[config.mk]
export PLATFORM = sky130hd
export DESIGN_NAME = dev_classifier
export DESIGN_NICKNAME = d
export VERILOG_FILES = /design/src/rtl/dev_classifier_pkg.sv /design/src/rtl/dev_cmp_stage.sv /design/src/rtl/dev_idx_stage.sv /design/src/rtl/dev_cls_fsm.sv /design/src/rtl/dev_classifier.sv
export SDC_FILE = /design/constraint.sdc
export NUM_CORES = 1
export LEC_CHECK = 0
export ABC_AREA = 1
export ABC_CLOCK_PERIOD_IN_PS = 15000
export BUFFER_PORTS_ARGS = -buffer_cell sky130_fd_sc_hd__buf_2
export CAP_MARGIN = 20
export CORE_MARGIN = 10
export CORE_UTILIZATION = 28
export CTS_CLUSTER_DIAMETER = 120
export CTS_CLUSTER_SIZE = 12
export DETAILED_ROUTE_END_ITERATION = 8
export PLACE_DENSITY = 0.56
export SYNTH_ARGS = -nofsm -noshare
export SYNTH_HDL_FRONTEND = slang
export SYNTH_HIERARCHICAL = 1
export SYNTH_SLANG_ARGS = --single-unit
[constraint.sdc]
create_clock -name clk -period 15 [get_ports clk]
set_input_delay 0 -clock clk [delete_from_list [all_inputs] [get_ports clk]]
set_output_delay 0 -clock clk [all_outputs]
set_load 0.02 [all_outputs]
[src/rtl/dev_classifier_pkg.sv]
package dev_classifier_pkg;

    localparam int DEF_WORD_W  = 256;
    localparam int DEF_RUN_LEN = 8;
    localparam int DEF_IDX_W   = 32;
    localparam int DEF_CNT_W   = 16;

    typedef enum logic [1:0] {
        CLS_CLEAN   = 2'd0,
        CLS_SUSPECT = 2'd1,
        CLS_LOCKED  = 2'd2
    } cls_state_e;

    function automatic int pop_width(input int word_w);
        return $clog2(word_w + 1);
    endfunction

endpackage

[src/rtl/dev_cmp_stage.sv]
module dev_cmp_stage #(
    parameter int WORD_W = dev_classifier_pkg::DEF_WORD_W,
    parameter int POP_W  = dev_classifier_pkg::pop_width(WORD_W)
) (
    input  logic              clk,
    input  logic              rst,
    input  logic              in_valid,
    input  logic [WORD_W-1:0] in_obs,
    input  logic [WORD_W-1:0] in_ref,
    output logic              res_valid,
    output logic              res_mis,
    output logic [POP_W-1:0]  res_pop
);
    logic [WORD_W-1:0] delta;
    logic [POP_W-1:0]  pop_c;

    always_comb begin
        delta = in_obs ^ in_ref;
        pop_c = '0;
        for (int i = 0; i < WORD_W; i++) begin
            pop_c = pop_c + POP_W'(delta[i]);
        end
    end

    always_ff @(posedge clk) begin
        if (rst) begin
            res_valid <= 1'b0;
            res_mis   <= 1'b0;
            res_pop   <= '0;
        end else begin
            res_valid <= in_valid;
            if (in_valid) begin
                res_mis <= |delta;
                res_pop <= pop_c;
            end
        end
    end

    // flag and bit count stay consistent
    a_r1_mis_pop: assert property (@(posedge clk) disable iff (rst)
        res_mis == (res_pop != '0));
    a_r2_pop_bound: assert property (@(posedge clk) disable iff (rst)
        res_pop <= POP_W'(WORD_W));
    a_r11_hold_idle: assert property (@(posedge clk) disable iff (rst)
        !in_valid |=> ($stable(res_mis) && $stable(res_pop)));
endmodule

[src/rtl/dev_idx_stage.sv]
module dev_idx_stage #(
    parameter int IDX_W = dev_classifier_pkg::DEF_IDX_W
) (
    input  logic             clk,
    input  logic             rst,
    input  logic             adv,
    output logic [IDX_W-1:0] tag_idx
);
    localparam logic [IDX_W-1:0] IDX_MAX = '1;

    logic [IDX_W-1:0] next_idx;

    always_ff @(posedge clk) begin
        if (rst) begin
            next_idx <= '0;
            tag_idx  <= '0;
        end else if (adv) begin
            tag_idx <= next_idx;
            if (next_idx != IDX_MAX) begin
                next_idx <= next_idx + 1'b1;
            end
        end
    end

    // numbering moves up by one or holds, never wraps
    a_r4_idx_step: assert property (@(posedge clk) disable iff (rst)
        (next_idx != $past(next_idx)) |-> (next_idx == $past(next_idx) + 1'b1));
    // no word number consumed without a valid word
    a_r11_idx_idle: assert property (@(posedge clk) disable iff (rst)
        !adv |=> $stable(next_idx));
endmodule

[src/rtl/dev_cls_fsm.sv]
module dev_cls_fsm #(
    parameter int RUN_LEN = dev_classifier_pkg::DEF_RUN_LEN,
    parameter int IDX_W   = dev_classifier_pkg::DEF_IDX_W,
    parameter int CNT_W   = dev_classifier_pkg::DEF_CNT_W
) (
    input  logic             clk,
    input  logic             rst,
    input  logic             res_valid,
    input  logic             res_mis,
    input  logic [IDX_W-1:0] res_idx,
    output logic             persist,
    output logic [IDX_W-1:0] onset_idx,
    output logic [CNT_W-1:0] trans_cnt
);
    import dev_classifier_pkg::*;

    localparam int RUN_W = $clog2(RUN_LEN + 1);
    localparam logic [RUN_W-1:0] RUN_LIM = RUN_W'(RUN_LEN);
    localparam logic [CNT_W-1:0] CNT_MAX = '1;

    cls_state_e       state;
    logic [RUN_W-1:0] run_len;
    logic [RUN_W-1:0] run_nx;

    assign run_nx  = run_len + 1'b1;
    assign persist = (state == CLS_LOCKED);

    always_ff @(posedge clk) begin
        if (rst) begin
            state     <= CLS_CLEAN;
            run_len   <= '0;
            onset_idx <= '0;
            trans_cnt <= '0;
        end else if (res_valid) begin
            unique case (state)
                CLS_CLEAN: begin
                    if (res_mis) begin
                        onset_idx <= res_idx;
                        run_len   <= RUN_W'(1);
                        state     <= (RUN_LEN <= 1) ? CLS_LOCKED : CLS_SUSPECT;
                    end
                end
                CLS_SUSPECT: begin
                    if (res_mis) begin
                        run_len <= run_nx;
                        if (run_nx >= RUN_LIM) begin
                            state <= CLS_LOCKED;
                        end
                    end else begin
                        state     <= CLS_CLEAN;
                        run_len   <= '0;
                        onset_idx <= '0;
                        if (trans_cnt != CNT_MAX) begin
                            trans_cnt <= trans_cnt + 1'b1;
                        end
                    end
                end
                default: begin
                end
            endcase
        end
    end

    // verdict is sticky and freezes the onset
    a_r8_persist_sticky: assert property (@(posedge clk) disable iff (rst)
        persist |=> persist);
    a_r8_onset_frozen: assert property (@(posedge clk) disable iff (rst)
        persist |=> $stable(onset_idx));
    // transient count steps by one, never wraps
    a_r6_trans_step: assert property (@(posedge clk) disable iff (rst)
        (trans_cnt != $past(trans_cnt)) |-> (trans_cnt == $past(trans_cnt) + 1'b1));
    // locking only follows a deviating word
    a_r5_lock_cause: assert property (@(posedge clk) disable iff (rst)
        $rose(persist) |-> $past(res_valid && res_mis));
endmodule

[src/rtl/dev_classifier.sv]
module dev_classifier #(
    parameter int WORD_W  = dev_classifier_pkg::DEF_WORD_W,
    parameter int RUN_LEN = dev_classifier_pkg::DEF_RUN_LEN,
    parameter int IDX_W   = dev_classifier_pkg::DEF_IDX_W,
    parameter int CNT_W   = dev_classifier_pkg::DEF_CNT_W,
    parameter int POP_W   = dev_classifier_pkg::pop_width(WORD_W)
) (
    input  logic              clk,
    input  logic              rst,
    input  logic              obs_valid,
    input  logic [WORD_W-1:0] obs_word,
    input  logic [WORD_W-1:0] ref_word,
    output logic              word_mismatch,
    output logic [POP_W-1:0]  diff_bits,
    output logic [IDX_W-1:0]  onset_index,
    output logic              persist_fault,
    output logic [CNT_W-1:0]  transient_count
);
    logic             cmp_valid;
    logic             cmp_mis;
    logic [IDX_W-1:0] cmp_idx;

    dev_cmp_stage #(.WORD_W(WORD_W), .POP_W(POP_W)) u_cmp (
        .clk       (clk),
        .rst       (rst),
        .in_valid  (obs_valid),
        .in_obs    (obs_word),
        .in_ref    (ref_word),
        .res_valid (cmp_valid),
        .res_mis   (cmp_mis),
        .res_pop   (diff_bits)
    );

    dev_idx_stage #(.IDX_W(IDX_W)) u_idx (
        .clk     (clk),
        .rst     (rst),
        .adv     (obs_valid),
        .tag_idx (cmp_idx)
    );

    dev_cls_fsm #(.RUN_LEN(RUN_LEN), .IDX_W(IDX_W), .CNT_W(CNT_W)) u_fsm (
        .clk       (clk),
        .rst       (rst),
        .res_valid (cmp_valid),
        .res_mis   (cmp_mis),
        .res_idx   (cmp_idx),
        .persist   (persist_fault),
        .onset_idx (onset_index),
        .trans_cnt (transient_count)
    );

    assign word_mismatch = cmp_mis;

    // reset leaves a clean verdict
    a_r10_reset_clean: assert property (@(posedge clk)
        $past(rst) |-> (!persist_fault && transient_count == '0));
endmodule

==> results.md, run 1 <==
* Starting Density at approximately 28%
* Vias per cell at between 4 and 5
* CTS buffer count at 17
* Final ANT Viol Nets at 0
* Flop2flop setup slack at 12.96 ns
* Post-synthesis register bit count at 129
* CP most frequent cell: fa_1
* Async S/R FF share, synth at 0%
* Clock-pin slew on the worst setup and hold paths at around 0.06 ns
* Post-synth EDFFs at 0
* Worst-path maximum fanout at 3
* Tot GR Track Use at 19.62%
* Req. time, crit path at between 15 and 20 ns
* Final setup fails at 0
* Post-cts hold buffer count at 0
* Mapped Cells at 2679
* Fin crit share at between 50% and 60%
* Fmax at between 100 and 150 MHz
* Final Hold Vio Count at 0
* Top-level port count at 574
* Min-Delay Path Class: input port to flip-flop
* Layout cells sized above 1 at 20.49%
* DR pass1 iterations at 5
* Core footprint at approximately 0.063 mm²
* Clk_lat worst skew at 0.43 ns
* H-Tree Depth at 4
* CP endpoint kind: flip-flop
* Area post-placement at 0.02149 mm²
* Seq/Total Area, Yosys at between 10% and 20%
* Largest net degree at the start of global routing at 66
* DRC at 0
* Post-synth cell types at 39
* Slew Limit Fails at 0
* Drt initial violations at about 1100
* Worst Setup Start Kind: input port
* Max Clock Skew at roughly 0.014 ns
* Area delta synth->final at 25.11%
* Die area at around 0.074 mm²
* Post-route setup TNS at 0 ns
* Synthesized cell area at 0.01768 mm²
* Crit path kind: input port to flip-flop
* Wire per inst at 18.01 µm
* Post-route design area at 0.02212 mm²
* Die X at 271.3 µm
* Max-cap violation count at 0
* Row cnt at approximately 90
* Post-Syn Nets at around 3500
* Worst path slowest cell: fa_1
* Final global-route overflow total at 0
* Max-Slew Margin vs Limit at around a third
* Worst-Margin Slew at 1.003 ns
* Sum of net half-perimeters after detailed placement at 67180 µm
* Status: finished, final reports clean
* RSZ-0062 raised after global routing: false
* Fin crit period at 7.694 ns
* Die Span Y at approximately 270 µm
* Initial antenna violation count at 7
* Vias in the first global route at 17464
* # port buffers at between 500 and 600
* TritonCTS clock tree: done
* CTS root buf: clkbuf_16
* Warnings, synthesis at 6
* Worst path max stage delay at ~0.56 ns
* Synth Area per Inst at 6.598 µm²
* TritonCTS sink count at approximately 130
* Worst EP arrival at 8.06 ns
* Clock buffer depth at 2
* Nets at approximately 4000
* Primary FF master, synth: dfxtp_1
* Post-CTS setup buffers at 0
* Global placement routability congestion at around 0.94
* Fillers at between 6000 and 7000
* Vias after detailed routing at 17290
* Gates resized, CTS repair at 0
* Detailed Route WL at roughly 74000 µm
* First-pass GRT wire length at roughly 110000 µm
## cell usage after synthesis (2+ instances only)
cell type  number  area (µm²)
a21oi_1        51       255.2
a21oi_2         6       52.55
a31oi_1         2       12.51
buf_1           2       7.510
buf_2           7       35.03
buf_4           3       22.52
buf_6           4       45.04
clkbuf_1       18       67.56
dfxtp_1       129        2582
fa_1          242        4845
ha_1           42       525.5
inv_1         797        2992
inv_2           7       26.28
nand2_1       776        2913
nand2_2        12       75.07
nand2_4         2       22.52
nand3_1        82       410.4
nand3_2         9       90.09
nand3b_1        4       30.03
nand4_1        15       93.84
nor2_1        247       927.1
nor2_2          9       56.30
nor2_4          5       56.30
nor3_2          2       20.02
o21ai_0        69       345.3
o21ai_1         8       40.04
or2_1           2       12.51
xnor2_1       111       972.2
xor2_1          6       52.55
## worst max-delay path, delay by kind of cell
kind | cells | cell delay [ns]
compound gates | 2 | 0.25
xor+xnor | 1 | 0.52
fa+ha+maj | 13 | 6.13
buf+inv | 10 | 0.68
simple gates | 5 | 0.47
## path summary, 6_finish.rpt
check,startpoint,endpoint,depth (start not counted)
max,ref_word[199],u_cmp/res_pop[6],31
min,rst,u_fsm/trans_cnt[11],3
max reg2reg,u_idx/next_idx[0],u_idx/next_idx[2],9
min reg2reg,u_idx/tag_idx[27],u_fsm/onset_idx[27],2
## cells by family (layout without fill, tap and decap cells)
group                    after synthesis  in the layout  synth area share (%)
XOR/XNOR                             117            117                 5.797
flip-flops                           129            129                 14.61
multiplexers                           1              1               0.05663
adder cells (fa/ha/maj)              284            284                 30.38
other                                  0              6                     0
buffers and inverters                839           1416                 18.10
AND/OR/NAND/NOR                     1169           1169                 26.89
AO/OA/AOI/OAI                        140            140                 4.169
## through the flow
stage                     hold WS, ns  instances  setup slack [ns]  utilization (%)
after floorplan               0.07238       2679             7.564                -
after global placement         0.4382       4069             6.872            34.21
after detailed placement       0.4380       4070             6.852            34.26
after CTS                     0.09443       4102             7.278            35.23
after global routing           0.1115       4107             6.918            35.25
final                         0.09960       4108             7.306            35.25
## final cells by class
cell class	count	area (µm²)	area share (%)
Clock inverter	15	185.2	0.8373
Inverter	805	3022	13.66
Tap cell	846	1059	4.786
Clock buffer	17	425.4	1.924
Timing Repair Buffer	579	2933	13.26
Multi-Input combinational cell	1711	11900	53.79
Antenna cell	6	15.01	0.06789
Sequential cell	129	2582	11.68
## cell usage in the layout (no fill, tap or decap), types with 4 or more instances in the layout
master / instances
inv_6: 6
nor2_4: 5
nand3_2: 9
nand3_1: 82
xnor2_1: 111
xor2_1: 6
buf_2: 573
a21oi_1: 51
nand2_2: 12
nand3b_1: 4
nand4_1: 15
o21ai_1: 8
inv_1: 796
buf_4: 5
nor2_2: 9
o21ai_0: 69
inv_8: 5
a21oi_2: 6
nand2_1: 776
nor2_1: 247
inv_2: 8
clkbuf_16: 17
diode_2: 6
fa_1: 242
dfxtp_1: 129
ha_1: 42
## metal layers
metal  GRT usage, %  routed length (µm)  up-vias
met3          6.638                7059       53
li1               -                   -     8696
met5              0                  18        -
met4          3.670                1166        2
met1          25.35               32370     7946
met2          31.52               33380      593
## sequential cells by signal, indices dropped and copies added (netlist names)
name / flops
u_cmp/res_mis: 1
u_cmp/res_pop: 9
u_cmp/res_valid: 1
u_fsm/onset_idx: 32
u_fsm/run_len: 4
u_fsm/state: 2
u_fsm/trans_cnt: 16
u_idx/next_idx: 32
u_idx/tag_idx: 32
Power of run 1 is not shown: default switching activity piles up to over one toggle a cycle in this logic, so the estimate is an artifact.
==> run 2: changes to the inputs <==
- ABC_CLOCK_PERIOD_IN_PS: 15000 -> 7600
- clock period: 15 -> 7.6 ns (I/O delays scaled with it)
==> results.md, run 2 (synthesis results as in run 1) <==
* Largest net degree at the start of global routing at between 50 and 60
* Fmax at between 100 and 150 MHz
* Post-route design area at ~0.023 mm²
* Worst-Margin Slew at 0.9463 ns
* Nets at between 4000 and 5000
* Final Hold Vio Count at 0
* CP bufs+invs at 8
* Sum of net half-perimeters after detailed placement at ~67000 µm
* # port buffers at 573
* Vias per cell at ~4.2
* Tot GR Track Use at 19.61%
* Starting Density at 28.18%
* CP endpoint kind: flip-flop
* Die area at roughly 0.074 mm²
* Vias in the first global route at around 18000
* Crit path kind: input port to flip-flop
* Finished Core Util at approximately 37%
* CTS buffer count at 17
* TritonCTS clock tree: done
* Max Clock Skew at approximately 0.011 ns
* Drt initial violations at around 1100
* Final setup fails at 0
* H-Tree Depth at 4
* First-pass GRT wire length at about 110000 µm
* Worst Setup Start Kind: input port
* Req. time, crit path at about 8 ns
* Vias after detailed routing at 17584
* Hold-critical path depth at 2
* R2R cell count at 9
* Min-Delay Path Class: input port to flip-flop
* Detailed Route WL at 74010 µm
* Max-Slew Margin vs Limit at between 30 and 40%
* Die X at roughly 270 µm
* Flop2flop setup slack at between 5 and 6 ns
* DRC at 0
* Most frequent cells in the layout: 794 x inv_1, 774 x nand2_1, 573 x buf_2, 246 x nor2_1, 233 x fa_1
* R2R Path End: u_idx/next_idx[2]
* CTS root buf: clkbuf_16
* CP delay by family, top: adder cells
* Fillers at 6862
* Clock buffer depth at 2
* Die Span Y at approximately 270 µm
* Area delta synth->final at 30.64%
* Final global-route overflow total at 0
* Slew Limit Fails at 0
* Global placement routability congestion at between 0.9 and 1
* TritonCTS sink count at about 130
* Most common cell after layout, fill and taps aside: inv_1
* Regs by FF count: u_fsm/onset_idx x32, u_idx/next_idx x32, u_idx/tag_idx x32
* Layout cells sized above 1 at roughly a quarter
* Row cnt at 92
* Worst-path maximum fanout at 3
* Top-level port count at approximately 570
* Worst path max stage delay at ~0.57 ns
* Max-cap violation count at 0
* Clock-pin slew on the worst setup and hold paths at around 0.07 ns
* Hold endpoint: u_idx/tag_idx[20]
* Clk_lat worst skew at approximately 0.42 ns
* Worst EP arrival at just under 8 ns
* CP most frequent cell: fa_1
* Worst path slowest cell: fa_1
* Status: finished, final reports clean
* Fin crit period at approximately 7.3 ns
* Reg2Reg Launch Point: u_idx/next_idx[1]
* Final ANT Viol Nets at 0
* Area post-placement at roughly 0.022 mm²
* Hold Crit Start: obs_valid
* Wire per inst at roughly 18 µm
* Fin crit share at a little over nine tenths
* Core footprint at around 0.063 mm²
* DR pass1 iterations at 5
* Post-route setup TNS at 0 ns
* Initial antenna violation count at 10
## run 2: cell count changes in the layout (fill, tap and decap cells not counted), moves of 3 or more
cell,before,now
buf_4,5,115
xnor2_1,111,95
xnor2_2,0,16
fa_1,242,233
fa_2,0,9
inv_6,6,3
inv_8,5,8
## run 2: metal layers
metal  vias to the layer above  part of all wire (%)  track usage (%)
met5                         -                 0.018                0
met4                         2                   1.2            3.231
met3                        46                   8.6            5.811
met2                       546                    46            31.80
met1                      8071                    45            25.76
li1                       8919                     -                -
## run 2: how the worst max path moves through the flow
stage | startpoint | endpoint | cells after the start
2_1_floorplan | obs_word[161] | u_cmp/res_pop[6] | 32
3_3_place_gp | ref_word[107] | u_cmp/res_pop[6] | 31
3_5_place_dp | ref_word[105] | u_cmp/res_pop[6] | 32
4_1_cts | ref_word[167] | u_cmp/res_pop[6] | 34
5_1_grt | ref_word[199] | u_cmp/res_pop[6] | 32
6_report | obs_word[55] | u_cmp/res_pop[6] | 29
## run 2: what timing repair did
action	CTS	global route
buffers inserted	0	1
setup endpoints to repair	0	7
resized for setup	0	34
hold buffers	0	0
## run 2: layout make-up
| type | instances | area [µm²] | area share, % |
|---|---|---|---|
| Inverter | 805 | 3022 | 13.08 |
| Antenna cell | 6 | 15.01 | 0.06502 |
| Timing Repair Buffer | 690 | 3771 | 16.33 |
| Clock buffer | 17 | 425.4 | 1.842 |
| Tap cell | 846 | 1059 | 4.584 |
| Multi-Input combinational cell | 1711 | 12060 | 52.23 |
| Sequential cell | 129 | 2582 | 11.18 |
| Clock inverter | 15 | 156.4 | 0.6772 |
## run 2: worst register-to-register path: stages (launching register included)
cell and delay (ns):
dfxtp_1 0.41, ha_1 0.26, nand2_1 0.08, nor2_1 0.12
nand2_1 0.12, nor2_4 0.16, nand2_2 0.30, nand2_1 0.28
o21ai_0 0.10, nor2_1 0.14
## run 2: per-stage QoR
| step | std cells | setup WS (ns) | hold WS (ns) |
|---|---|---|---|
| floorplan | 2679 | 0.1639 | 0.07238 |
| global placement | 4180 | -0.3374 | 0.4360 |
| detailed placement | 4180 | -0.3659 | 0.4380 |
| CTS | 4212 | 0.04728 | 0.09870 |
| global route | 4219 | -0.03489 | 0.1130 |
| finish | 4219 | 0.2758 | 0.09463 |
Power of run 2 is left out for the same reason.
==> run 3: changes to the inputs <==
- ABC_CLOCK_PERIOD_IN_PS: 7600 -> not set
- CORE_MARGIN: 10 -> 8
- TNS_END_PERCENT: not set -> 30
==> results.md, run 3 (synthesis results as in run 1) <==
* Busiest grt layer: met2
* CP most frequent cell: fa_1
* # port buffers at 573
* Final Hold Vio Count at 0
* TritonCTS sink count at about 130
* Max Clock Skew at between 0.01 and 0.015 ns
* Met3 GRT Util at under 10%
* Final global-route overflow total at 0
* Global placement routability congestion at between 0.9 and 1
* Fillers at 6800
* Layout cells sized above 1 at about 25%
* DRC at 0
* RSZ-0062 raised after global routing: true
* Global Route met2 Usage at roughly a third
* TritonCTS clock tree: done
* Worst path slowest cell: fa_2
* DR pass1 iterations at 6
* Row cnt at 92
* Worst Setup Start Kind: input port
* First-pass GRT wire length at around 110000 µm
* Vias in the first global route at 17807
* Post-route setup TNS at 0 ns
* Worst-Margin Slew at around 1.1 ns
* CP endpoint kind: flip-flop
* Final ANT Viol Nets at 0
* Min-Delay Path Class: input port to flip-flop
* Status: finished, final reports clean
* H-Tree Depth at 4
* Critical path launch point: ref_word[199]
* Die Span Y at approximately 270 µm
* Clock buffer depth at 2
* Dpl ws at -0.3677 ns
* CTS buffer count at 17
* Nets at roughly 4100
* Fin crit share at ~96%
* Vias per cell at 4.141
* R2R Path End: u_idx/next_idx[0]
* Hold WS at 0.09759 ns
* Largest net degree at the start of global routing at between 60 and 70
* Regs by FF count: u_fsm/onset_idx x32, u_idx/next_idx x32, u_idx/tag_idx x32
* Top-level port count at 574
* Crit path kind: input port to flip-flop
* Die area at approximately 0.071 mm²
* Vias after detailed routing at 17416
* Worst-path maximum fanout at 3
* Hold-critical path depth at 3
* Flop2flop setup slack at around 5.6 ns
* Core footprint at about 0.063 mm²
* Slew Limit Fails at 0
* Max-cap violation count at 0
* Final setup fails at 0
* Worst EP arrival at between 7 and 8 ns
* Drt initial violations at ~1100
* Sum of net half-perimeters after detailed placement at 64950 µm
* Worst setup margin at a little over 0.3 ns
* Fmax at between 100 and 150 MHz
* Req. time, crit path at about 8 ns
* Reg2Reg Launch Point: u_idx/next_idx[1]
* Wire per inst at approximately 17 µm
* R2R cell count at 9
* Max-Slew Margin vs Limit at about 28%
* Die X at roughly 270 µm
* Most frequent cells in the layout: 770 x inv_1, 765 x nand2_1, 566 x buf_2, 247 x nor2_1, 230 x fa_1
* Initial antenna violation count at 5
* Worst path max stage delay at 0.60 ns
* Detailed Route WL at about 70000 µm
* Hold endpoint: u_fsm/trans_cnt[13]
* Met1 usage at 26.35%
* Area delta synth->final at 30.91%
* Fin crit period at around 7.3 ns
* Tot GR Track Use at between 15 and 20%
* CTS root buf: clkbuf_16
* Finished Core Util at a little under two fifths
* Hold Crit Start: rst
* Clk_lat worst skew at ~0.43 ns
* Most common cell after layout, fill and taps aside: inv_1
* Clock-pin slew on the worst setup and hold paths at ~0.060 ns
* Starting Density at between 20% and 30%
==> run 3: cell type report <==
class                      instances  area, µm²  share of cell area, %
sequential                       129       2582                  11.16
inverter                         805       3022                  13.06
tap                              846       1059                  4.574
timing repair buffer             680       3751                  16.21
multi-input combinational       1711      12150                  52.51
antenna                            3      7.507                0.03244
clock buffer                      19      442.9                  1.914
clock inverter                    13      126.4                 0.5461
==> run 3: how the worst max path moves through the flow <==
stage / endpoint / slack [ns] / cells past startpoint
detailed placement: u_cmp/res_pop[6] / -0.37 / 31
CTS: u_cmp/res_pop[6] / 0.03 / 34
floorplan: u_cmp/res_pop[6] / 0.16 / 32
global placement: u_cmp/res_pop[6] / -0.36 / 34
finish: u_cmp/res_pop[6] / 0.31 / 31
global route: u_cmp/res_pop[6] / -0.03 / 33
==> run 3: routing by layer <==
| metal | wire length [µm] | vias up |
|---|---|---|
| li1 | - | 8898 |
| met1 | 31990 | 7919 |
| met2 | 32210 | 529 |
| met3 | 5896 | 66 |
| met4 | 1308 | 4 |
| met5 | 80 | - |
==> run 3: per-stage QoR <==
stage          instances  instance area [µm²]
6_report            4206                23140
5_1_grt             4206                23140
4_1_cts             4205                22840
3_5_place_dp        4173                22270
3_3_place_gp        4173                22270
2_1_floorplan       2679                17680
==> run 3: critical path: cells and delay by family <==
kind	cells	cell delay, ns
and+or+nand+nor	5	0.49
buffers and inverters	10	0.59
adders and majority gates	13	6.14
AOI/OAI and AO/OA	2	0.21
xor gates and xnor gates	1	0.19
==> run 3: repair_timing <==
| action | CTS | global route |
|---|---|---|
| setup endpoints to repair | 0 | 6 |
| setup buffers | 0 | 0 |
| gates resized for setup | 0 | 85 |
| hold buffers | 0 | 0 |
Power of run 3 is left out for the same reason.
